## config.mk

```make
export PLATFORM = sky130hd
export DESIGN_NAME = fstat_evreg
export DESIGN_NICKNAME = d
export VERILOG_FILES = /design/src/rtl/fstat_pkg.sv /design/src/rtl/fstat_zrun.sv /design/src/rtl/fstat_realign.sv /design/src/rtl/fstat_sticky.sv /design/src/rtl/fstat_evreg.sv
export SDC_FILE = /design/constraint.sdc
export NUM_CORES = 1
export LEC_CHECK = 0
export BUFFER_PORTS_ARGS = -buffer_cell sky130_fd_sc_hd__buf_2
export CORE_ASPECT_RATIO = 1.1
export CORE_MARGIN = 2
export CORE_UTILIZATION = 25
export CTS_BUF_LIST = sky130_fd_sc_hd__clkbuf_16
export CTS_CLUSTER_SIZE = 30
export DETAILED_ROUTE_END_ITERATION = 10
export PLACE_DENSITY_LB_ADDON = 0.12
export SLEW_MARGIN = 30
export SYNTH_ARGS = -nofsm -noshare
export SYNTH_HDL_FRONTEND = slang
export SYNTH_SLANG_ARGS = --single-unit
export TNS_END_PERCENT = 20
```

## constraint.sdc

```tcl
create_clock -name clk -period 1.4 [get_ports clk]
set_clock_uncertainty 0.15 [all_clocks]
set_input_delay 0.21 -clock clk [delete_from_list [all_inputs] [get_ports clk]]
set_output_delay 0.21 -clock clk [all_outputs]
set_load 0.02 [all_outputs]
```

## src/rtl/fstat_pkg.sv

```systemverilog
package fstat_pkg;
  localparam int NEV       = 5;
  localparam int B_REALIGN = 0;
  localparam int B_ZSCODE  = 1;
  localparam int B_FBIT    = 2;
  localparam int B_MBIT    = 3;
  localparam int B_ZRUN    = 4;

  typedef enum logic {
    MODE_T3 = 1'b0,
    MODE_E3 = 1'b1
  } line_mode_e;
endpackage

```

## src/rtl/fstat_zrun.sv

```systemverilog
module fstat_zrun #(
  parameter int T3_RUN = 3,
  parameter int E3_RUN = 4
) (
  input  logic clk,
  input  logic rst,
  input  logic mode_e3,
  input  logic bit_vld,
  input  logic bit_val,
  output logic zrun_p
);
  import fstat_pkg::*;

  localparam int MAXR = (T3_RUN > E3_RUN) ? T3_RUN : E3_RUN;
  localparam int CW   = $clog2(MAXR + 1);
  localparam logic [CW-1:0] CMAX = CW'(MAXR);

  line_mode_e   mode;
  logic [CW-1:0] cnt;
  logic [CW-1:0] thr_m1;

  assign mode   = line_mode_e'(mode_e3);
  assign thr_m1 = (mode == MODE_E3) ? CW'(E3_RUN - 1) : CW'(T3_RUN - 1);

  // Pulse on the zero that brings the run to the threshold.
  assign zrun_p = bit_vld && !bit_val && (cnt == thr_m1);

  always_ff @(posedge clk) begin
    if (rst) begin
      cnt <= '0;
    end else if (bit_vld) begin
      if (bit_val)          cnt <= '0;
      else if (cnt != CMAX) cnt <= cnt + 1'b1;
    end
  end

  // one event per run, so two events can never sit back to back.
  a_r7_single_per_run: assert property (@(posedge clk) disable iff (rst)
    zrun_p |=> !zrun_p);
endmodule

```

## src/rtl/fstat_realign.sv

```systemverilog
module fstat_realign #(
  parameter int AW = 8
) (
  input  logic          clk,
  input  logic          rst,
  input  logic          sync_ok,
  input  logic [AW-1:0] align_ofs,
  output logic          realign_p
);
  logic          sync_q;
  logic          seen;
  logic [AW-1:0] last_ofs;
  logic          acq;

  assign acq       = sync_ok && !sync_q;
  assign realign_p = acq && seen && (align_ofs != last_ofs);

  always_ff @(posedge clk) begin
    if (rst) begin
      sync_q   <= 1'b0;
      seen     <= 1'b0;
      last_ofs <= '0;
    end else begin
      sync_q <= sync_ok;
      if (acq) begin
        seen     <= 1'b1;
        last_ofs <= align_ofs;
      end
    end
  end

  // no realignment while sync has been held over two cycles.
  a_r9_held_sync: assert property (@(posedge clk) disable iff (rst)
    (sync_ok && $past(sync_ok)) |-> !realign_p);
  // a realignment always leaves a captured alignment behind.
  a_r8_has_prev: assert property (@(posedge clk) disable iff (rst)
    realign_p |=> (seen && last_ofs == $past(align_ofs)));
endmodule

```

## src/rtl/fstat_sticky.sv

```systemverilog
module fstat_sticky #(
  parameter int N = 5
) (
  input  logic         clk,
  input  logic         rst,
  input  logic [N-1:0] ev,
  input  logic [N-1:0] keep,
  input  logic         clr,
  output logic [N-1:0] stat
);
  for (genvar i = 0; i < N; i++) begin : g_bit
    always_ff @(posedge clk) begin
      if (rst)           stat[i] <= 1'b0;
      else if (!keep[i]) stat[i] <= 1'b0;
      else               stat[i] <= (stat[i] & ~clr) | ev[i];
    end

    // an allowed event is never lost, even during a read.
    a_r4_event_kept: assert property (@(posedge clk) disable iff (rst)
      (ev[i] && keep[i]) |=> stat[i]);
    // a read with no coinciding event leaves the bit clear.
    a_r3_read_clears: assert property (@(posedge clk) disable iff (rst)
      (clr && !ev[i]) |=> !stat[i]);
  end
endmodule

```

## src/rtl/fstat_evreg.sv

```systemverilog
module fstat_evreg #(
  parameter int AW     = 8,
  parameter int DW     = 16,
  parameter int T3_RUN = 3,
  parameter int E3_RUN = 4
) (
  input  logic          clk,
  input  logic          rst,
  input  logic          mode_e3,
  input  logic          rx_valid,
  input  logic          rx_bit,
  input  logic          sync_ok,
  input  logic [AW-1:0] align_ofs,
  input  logic          zs_code_p,
  input  logic          fbit_err_p,
  input  logic          mbit_err_p,
  input  logic          rd_en,
  output logic [DW-1:0] rd_data
);
  import fstat_pkg::*;

  localparam int PADW = DW - NEV;

  logic           zrun_p;
  logic           realign_p;
  logic [NEV-1:0] ev;
  logic [NEV-1:0] keep;
  logic [NEV-1:0] stat;

  fstat_zrun #(.T3_RUN(T3_RUN), .E3_RUN(E3_RUN)) zrun_i (
    .clk(clk), .rst(rst), .mode_e3(mode_e3),
    .bit_vld(rx_valid), .bit_val(rx_bit), .zrun_p(zrun_p)
  );

  fstat_realign #(.AW(AW)) realign_i (
    .clk(clk), .rst(rst), .sync_ok(sync_ok),
    .align_ofs(align_ofs), .realign_p(realign_p)
  );

  always_comb begin
    ev            = '0;
    ev[B_REALIGN] = realign_p;
    ev[B_ZSCODE]  = zs_code_p;
    ev[B_FBIT]    = fbit_err_p;
    ev[B_MBIT]    = mbit_err_p;
    ev[B_ZRUN]    = zrun_p;
    keep          = '1;
    keep[B_MBIT]  = !mode_e3;
  end

  fstat_sticky #(.N(NEV)) sticky_i (
    .clk(clk), .rst(rst), .ev(ev), .keep(keep), .clr(rd_en), .stat(stat)
  );

  always_ff @(posedge clk) begin
    if (rst)        rd_data <= '0;
    else if (rd_en) rd_data <= {{PADW{1'b0}}, stat};
  end

  // E3 mode leaves no M-bit flag behind.
  a_r10_e3_mbit: assert property (@(posedge clk) disable iff (rst)
    mode_e3 |=> !stat[B_MBIT]);
  // with no read the returned word is held.
  a_r2_hold: assert property (@(posedge clk) disable iff (rst)
    !rd_en |=> $stable(rd_data));
endmodule

```

## After elaboration in Yosys (flattened, before gate mapping)

Cells that the tools add are included.
W data, S select, Z words.

- Shift-type cells: 0
- Add/subtract/negate cells: 1
- Bitwise logic cells: 11
- Reduce and logical (&&, ||, !) cells: 10
- Order comparisons: 0
- Div/mod/pow operators: 0
- Eq/ne operators: 3
- $mul: 0
- Multiplexer cells: 3

Operators with widths:

| kind | number |
|---|---|
| $ne A8 B8 Y1 | 1 |
| $mux W3 | 2 |
| $and A1 B1 Y1 | 5 |
| $logic_and A1 B1 Y1 | 5 |
| $or A1 B1 Y1 | 5 |
| $add A3 B1 Y3 const B | 1 |
| $eq A3 B3 Y1 | 1 |
| $ne A3 B3 Y1 const B | 1 |
| $logic_not A1 Y1 | 2 |
| $reduce_and A2 Y1 | 1 |
| $reduce_bool A2 Y1 | 1 |
| $reduce_or A2 Y1 | 1 |
| $mux W1 | 1 |
| $not A1 Y1 | 1 |

- Bits in read-only memories: 0
- Input port bits: 18
- Word-level logic and storage cells: 38
- Memories: 0
- Output and inout port bits: 16
- RAM bits: 0
- Bits in registers: 23
- Latch bits: 0

## Longest topological paths before layout

- Word-level depth: 5
- Depth in mapped cells: 6
- Gate-level depth less buffers: 6

## Modules after synthesis

Synthesis repeated with hierarchy kept, for this count alone.

- Cell total of the unflattened synthesis: 123
- Area total of the unflattened synthesis: 1101.1 um^2

By module, submodules not included:

| module | area an instance (um^2) | seq. area each (um^2) | cells each | times used |
|---|---|---|---|---|
| fstat_realign | 451.7 | 200.2 | 54 | 1 |
| fstat_evreg | 274.0 | 100.1 | 30 | 1 |
| fstat_zrun | 190.2 | 60.1 | 23 | 1 |
| fstat_sticky | 185.2 | 100.1 | 16 | 1 |

## Worst setup path after synthesis

No wires, ideal clock.

- Path kind: reg-to-reg
- Start point: register zrun_i.cnt[0]
- End point: register zrun_i.cnt[2]
- Slack: 0.160 ns
- Stages on the path, launching flop included: 6
- Library setup time: 0.079 ns
- Arrival: 1.010 ns
- Required time: 1.171 ns
- Path buffers: 0
- Period minus slack after synthesis: 1.240 ns
- Path through: dfxtp_1 inv_1 ha_1 inv_1 a31o_2 a211oi_2

- Longest elaborated chain between the ends: 3
- Elaborated cells between the ends (all ways): 6
- Those cells by class: add/sub (1); eq/ne (1); mux (2); reduce/logical (2)

Ends and longest elaborated chain:

| item | line | RTL |
|---|---|---|
| start: declaration | fstat_zrun.sv:19 | `logic [CW-1:0] cnt;` |
| start signal: assignment | fstat_zrun.sv:33 | `else if (cnt != CMAX) cnt <= cnt + 1'b1;` |
| $add A3 B1 Y3 or $ne A3 B3 Y1 (tied branches) | fstat_zrun.sv:33 |  |
| $mux W3 or $reduce_bool A2 Y1 (tied branches) | n/a |  |
| $mux W3 or $reduce_and A2 Y1 (tied branches) | n/a |  |

Parallel ways exist; a longest one is shown, timed or not. The select of a mux whose other input is x is not followed.
A chain may end at the register's enable or synchronous reset.

## Worst setup path in the final report

Ends and elaborated chain as after synthesis.

==> Implementation_results.wiki <==
{| class="wikitable"
! Metric !! Value
|-
| Fin crit share || 93.4%
|-
| Avg Inst Size Synth || 8.76 sq um
|-
| Cell row count || 24
|-
| Number of hold violations in the final report || 0
|-
| Setup TNS Final || 0 ns
|-
| Critical register-to-register path endpoint || zrun_i.cnt[2]
|-
| Worst path max stage delay || 0.33 ns
|-
| First-pass GRT wire length || 3260 microns
|-
| Sort of element at the start of the critical path || flop
|-
| Core Footprint || 3990 sq um
|-
| Number of buffers created by CTS || 3
|-
| Worst-case register-to-register setup slack || 0.09 ns
|-
| Full die area || 4740 sq um
|-
| Port Buf Inserts || 22
|-
| Combined area of all synthesized cells || 1050 sq um
|-
| CP max-delay cell || sky130_fd_sc_hd__dfxtp_2
|-
| Total power || 1.49 mW
|-
| Post-synth ARST share || 0%
|-
| Via count of the first global-routing pass || 768
|-
| Post-synth EDFFs || 0
|-
| Number of distinct library cells after synthesis || 23
|-
| Max-slew violation count || 0
|-
| Fill cell instance count of the final layout || 434
|-
| Placed wire-length estimate after detailed placement || 1480 microns
|-
| Reported leakage power || 0.546 nW
|-
| Arrival time of the worst setup path || 1.34 ns
|-
| Total I/O pin count || 34
|-
| Initial antenna violation count || 0
|-
| Sequential share of power || 47.1%
|-
| Clock tree from TritonCTS || done
|-
| Register area || 462 sq um
|-
| End point of the most critical hold path || sticky_i.stat[1]
|-
| Worst EP required || 1.43 ns
|-
| Count of cells along the worst hold path || 3
|-
| Worst path most repeated cell || sky130_fd_sc_hd__inv_1
|-
| Largest family of logic cells by synthesized area || simple AND/OR/NAND/NOR gates
|-
| Origin of the critical flop-to-flop path || zrun_i.cnt[0]
|-
| Overflow left after global routing || 0
|-
| # Max-Cap Violations || 0
|-
| Syn. warnings || 0
|-
| Series of cell instances along the critical path || inv_1 > ha_1 > inv_1 > a31o_2 > a211oi_2
|-
| Number of nets with antenna violations after routing || 0
|-
| Area of combinational cells with multiple inputs || 497 sq um
|-
| Post-detailed-routing wire length || 1920 microns
|-
| Post-synthesis instance total || 120
|-
| Post-layout net count || 164
|-
| WS Path Type || flop to flop
|-
| Relative contribution of combinational cells to total power || 12.1%
|-
| First-pass detailed-route iteration total || 4
|-
| Cell count of the worst reg-to-reg path || 5
|-
| Clock transition at the registers of the reported paths || 0.06 ns
|-
| Number of levels the H-tree was split into || 1
|-
| Adder and majority cell fraction of the synthesized area || 2.38%
|-
| Cell chosen for the clock root || sky130_fd_sc_hd__clkbuf_16
|-
| Total DRC errors in the routed layout || 0
|-
| Worst Hold Class || input port to flop
|-
| Compound-gate portion of the synthesized area || 11.1%
|-
| Max Root-Sink Buffers || 2
|-
| Cell area power density || 1190 nW/um^2
|-
| Drt first-iter violations || 26
|-
| Most used cells in the layout excluding fill and tap cells || sky130_fd_sc_hd__buf_2 (22), sky130_fd_sc_hd__dfxtp_1 (22), sky130_fd_sc_hd__nand2_1 (18), sky130_fd_sc_hd__a21oi_1 (13), sky130_fd_sc_hd__nor2_1 (12)
|-
| Die width || 65.8 microns
|-
| Vias || 792
|-
| Layout-stage area growth over the synthesis result || 19.3%
|-
| Clock network power share || 40.8%
|-
| Mux share of post-synthesis cell area || 5.71%
|-
| Proportion of synthesized chip area in sequential cells || 43.8%
|-
| Xor-xnor portion of the synthesized cell area || 7.50%
|-
| Maximum number of pins on one net before global-route repair || 15
|-
| Max Fanout on Critical Path || 3
|-
| Vertical die dimension || 72.0 microns
|-
| CTS sink cnt || 23
|-
| Result of the run || finished, final reports clean
|-
| Peak supply drop || 0.999 mV
|-
| Cell internal power dissipation || 1.14 mW
|-
| Critical path capture point type || flop
|-
| Share of synthesized cell area in and, or, nand and nor gates || 16.7%
|-
| Tot GR Track Use || 8.70%
|-
| Final critical-path required period || 1.31 ns
|-
| Final-report setup violation count || 0
|-
| Unrepaired setup endpoints after global routing || no
|-
| Switching power as a share of total power || 23.2%
|-
| Net Switching || 346 uW
|-
| Share of final-layout standard cells stronger than drive strength 1 || 23.1%
|-
| DR WL/cell || 9.83 microns
|-
| Hold wc startpoint || zs_code_p
|-
| Global placement routability congestion || 0.805
|-
| Via-to-Cell Ratio || 4.06
|-
| Initial standard-cell utilization of the core || 26.3%
|-
| Final antenna diode count || 0
|-
| Highest achievable clock rate || 765 MHz
|-
| Total of flip-flops plus latches after synthesis || 23
|-
| Later-pin clock latency in the skew report || 0.25 ns
|-
| Most used flip-flop cell after synthesis || sky130_fd_sc_hd__dfxtp_1
|}
## flip-flops by register name, summed over array words and instances, names as in the netlist
signal	count
realign_i.last_ofs	8
rd_data	5
sticky_i.stat	5
zrun_i.cnt	3
realign_i.seen	1
realign_i.sync_q	1
## layer usage
| metal | GRT usage [%] | wire, microns | vias to the layer above |
|---|---|---|---|
| li1 | - | - | 416 |
| met1 | 10.3 | 827 | 355 |
| met2 | 15.0 | 947 | 19 |
| met3 | 3.41 | 133 | 2 |
| met4 | 1.39 | 8 | 0 |
| met5 | 0 | 0 | - |
## how the worst max path moves through the flow
stage | to | slack (ns) | start | cells past startpoint
3_5_place_dp | zrun_i.cnt[1] | 0.08 | zrun_i.cnt[0] | 6
5_1_grt | zrun_i.cnt[1] | 0.007 | zrun_i.cnt[0] | 6
4_1_cts | zrun_i.cnt[1] | 0.07 | zrun_i.cnt[0] | 6
2_1_floorplan | zrun_i.cnt[2] | 0.16 | zrun_i.cnt[0] | 5
6_report | zrun_i.cnt[2] | 0.09 | zrun_i.cnt[0] | 5
3_3_place_gp | zrun_i.cnt[1] | 0.13 | zrun_i.cnt[0] | 6
## cell usage after synthesis (2+ instances only)
cell type | number | area, sq um
sky130_fd_sc_hd__dfxtp_1 | 23 | 460
sky130_fd_sc_hd__nand2_1 | 18 | 67.6
sky130_fd_sc_hd__a21oi_1 | 13 | 65.1
sky130_fd_sc_hd__buf_4 | 12 | 90.1
sky130_fd_sc_hd__nor2_1 | 12 | 45.0
sky130_fd_sc_hd__xnor2_1 | 9 | 78.8
sky130_fd_sc_hd__mux2i_1 | 6 | 60.1
sky130_fd_sc_hd__inv_1 | 4 | 15.0
sky130_fd_sc_hd__buf_2 | 3 | 15.0
sky130_fd_sc_hd__a22oi_1 | 2 | 15.0
sky130_fd_sc_hd__ha_1 | 2 | 25.0
sky130_fd_sc_hd__nand2b_1 | 2 | 12.5
sky130_fd_sc_hd__nand4_1 | 2 | 12.5
sky130_fd_sc_hd__nor3_1 | 2 | 10.0
sky130_fd_sc_hd__o21ai_1 | 2 | 10.0
## cell type report
cell class | instances | area share [%]
Clock inverter | 1 | 0.399
Timing Repair Buffer | 25 | 10.8
Clock buffer | 3 | 5.99
Tap cell | 52 | 5.19
Multi-Input combinational cell | 87 | 39.6
Inverter | 4 | 1.20
Sequential cell | 23 | 36.8
## metrics by stage
step | cells | worst slack, ns | util, % | cell area [sq um] | hold slack, ns
2_1_floorplan | 130 | 0.160 | - | 1090 | 0.132
3_3_place_gp | 190 | 0.129 | 29.1 | 1160 | 0.267
3_5_place_dp | 190 | 0.0790 | 29.1 | 1160 | 0.269
4_1_cts | 195 | 0.0673 | 31.4 | 1250 | 0.0154
5_1_grt | 195 | 0.00697 | 31.4 | 1250 | 0.0188
6_report | 195 | 0.0931 | 31.4 | 1250 | 0.0135
## worst max-delay path, delay by kind of cell, from the launching register on
family | cells | cell delay, ns
flops | 1 | 0.33
buf+inv | 2 | 0.14
fa+ha+maj | 1 | 0.19
compound gates | 2 | 0.42
## logic make-up after synthesis
group	Yosys count
other cells	1
fa+ha+maj	2
simple gates	39
buf+inv	20
compound gates	20
xor+xnor	9
flops	23
mux	6
## power groups by stage
stage	clock, mW	combinational (mW)	sequential (mW)
2_1_floorplan	0	0.148	0.717
3_3_place_gp	0	0.177	0.714
6_report	0.607	0.179	0.701
5_1_grt	0.658	0.201	0.705
4_1_cts	0.634	0.182	0.700
3_5_place_dp	0	0.179	0.715
## what timing repair did
item,4_1_cts,5_1_grt
endpoints found under the hold margin,1,0
hold buffers,1,0
setup buffers,0,0
endpoints found under the setup margin,0,1
gates resized for setup,0,1
(Power assumes the default switching activity.)
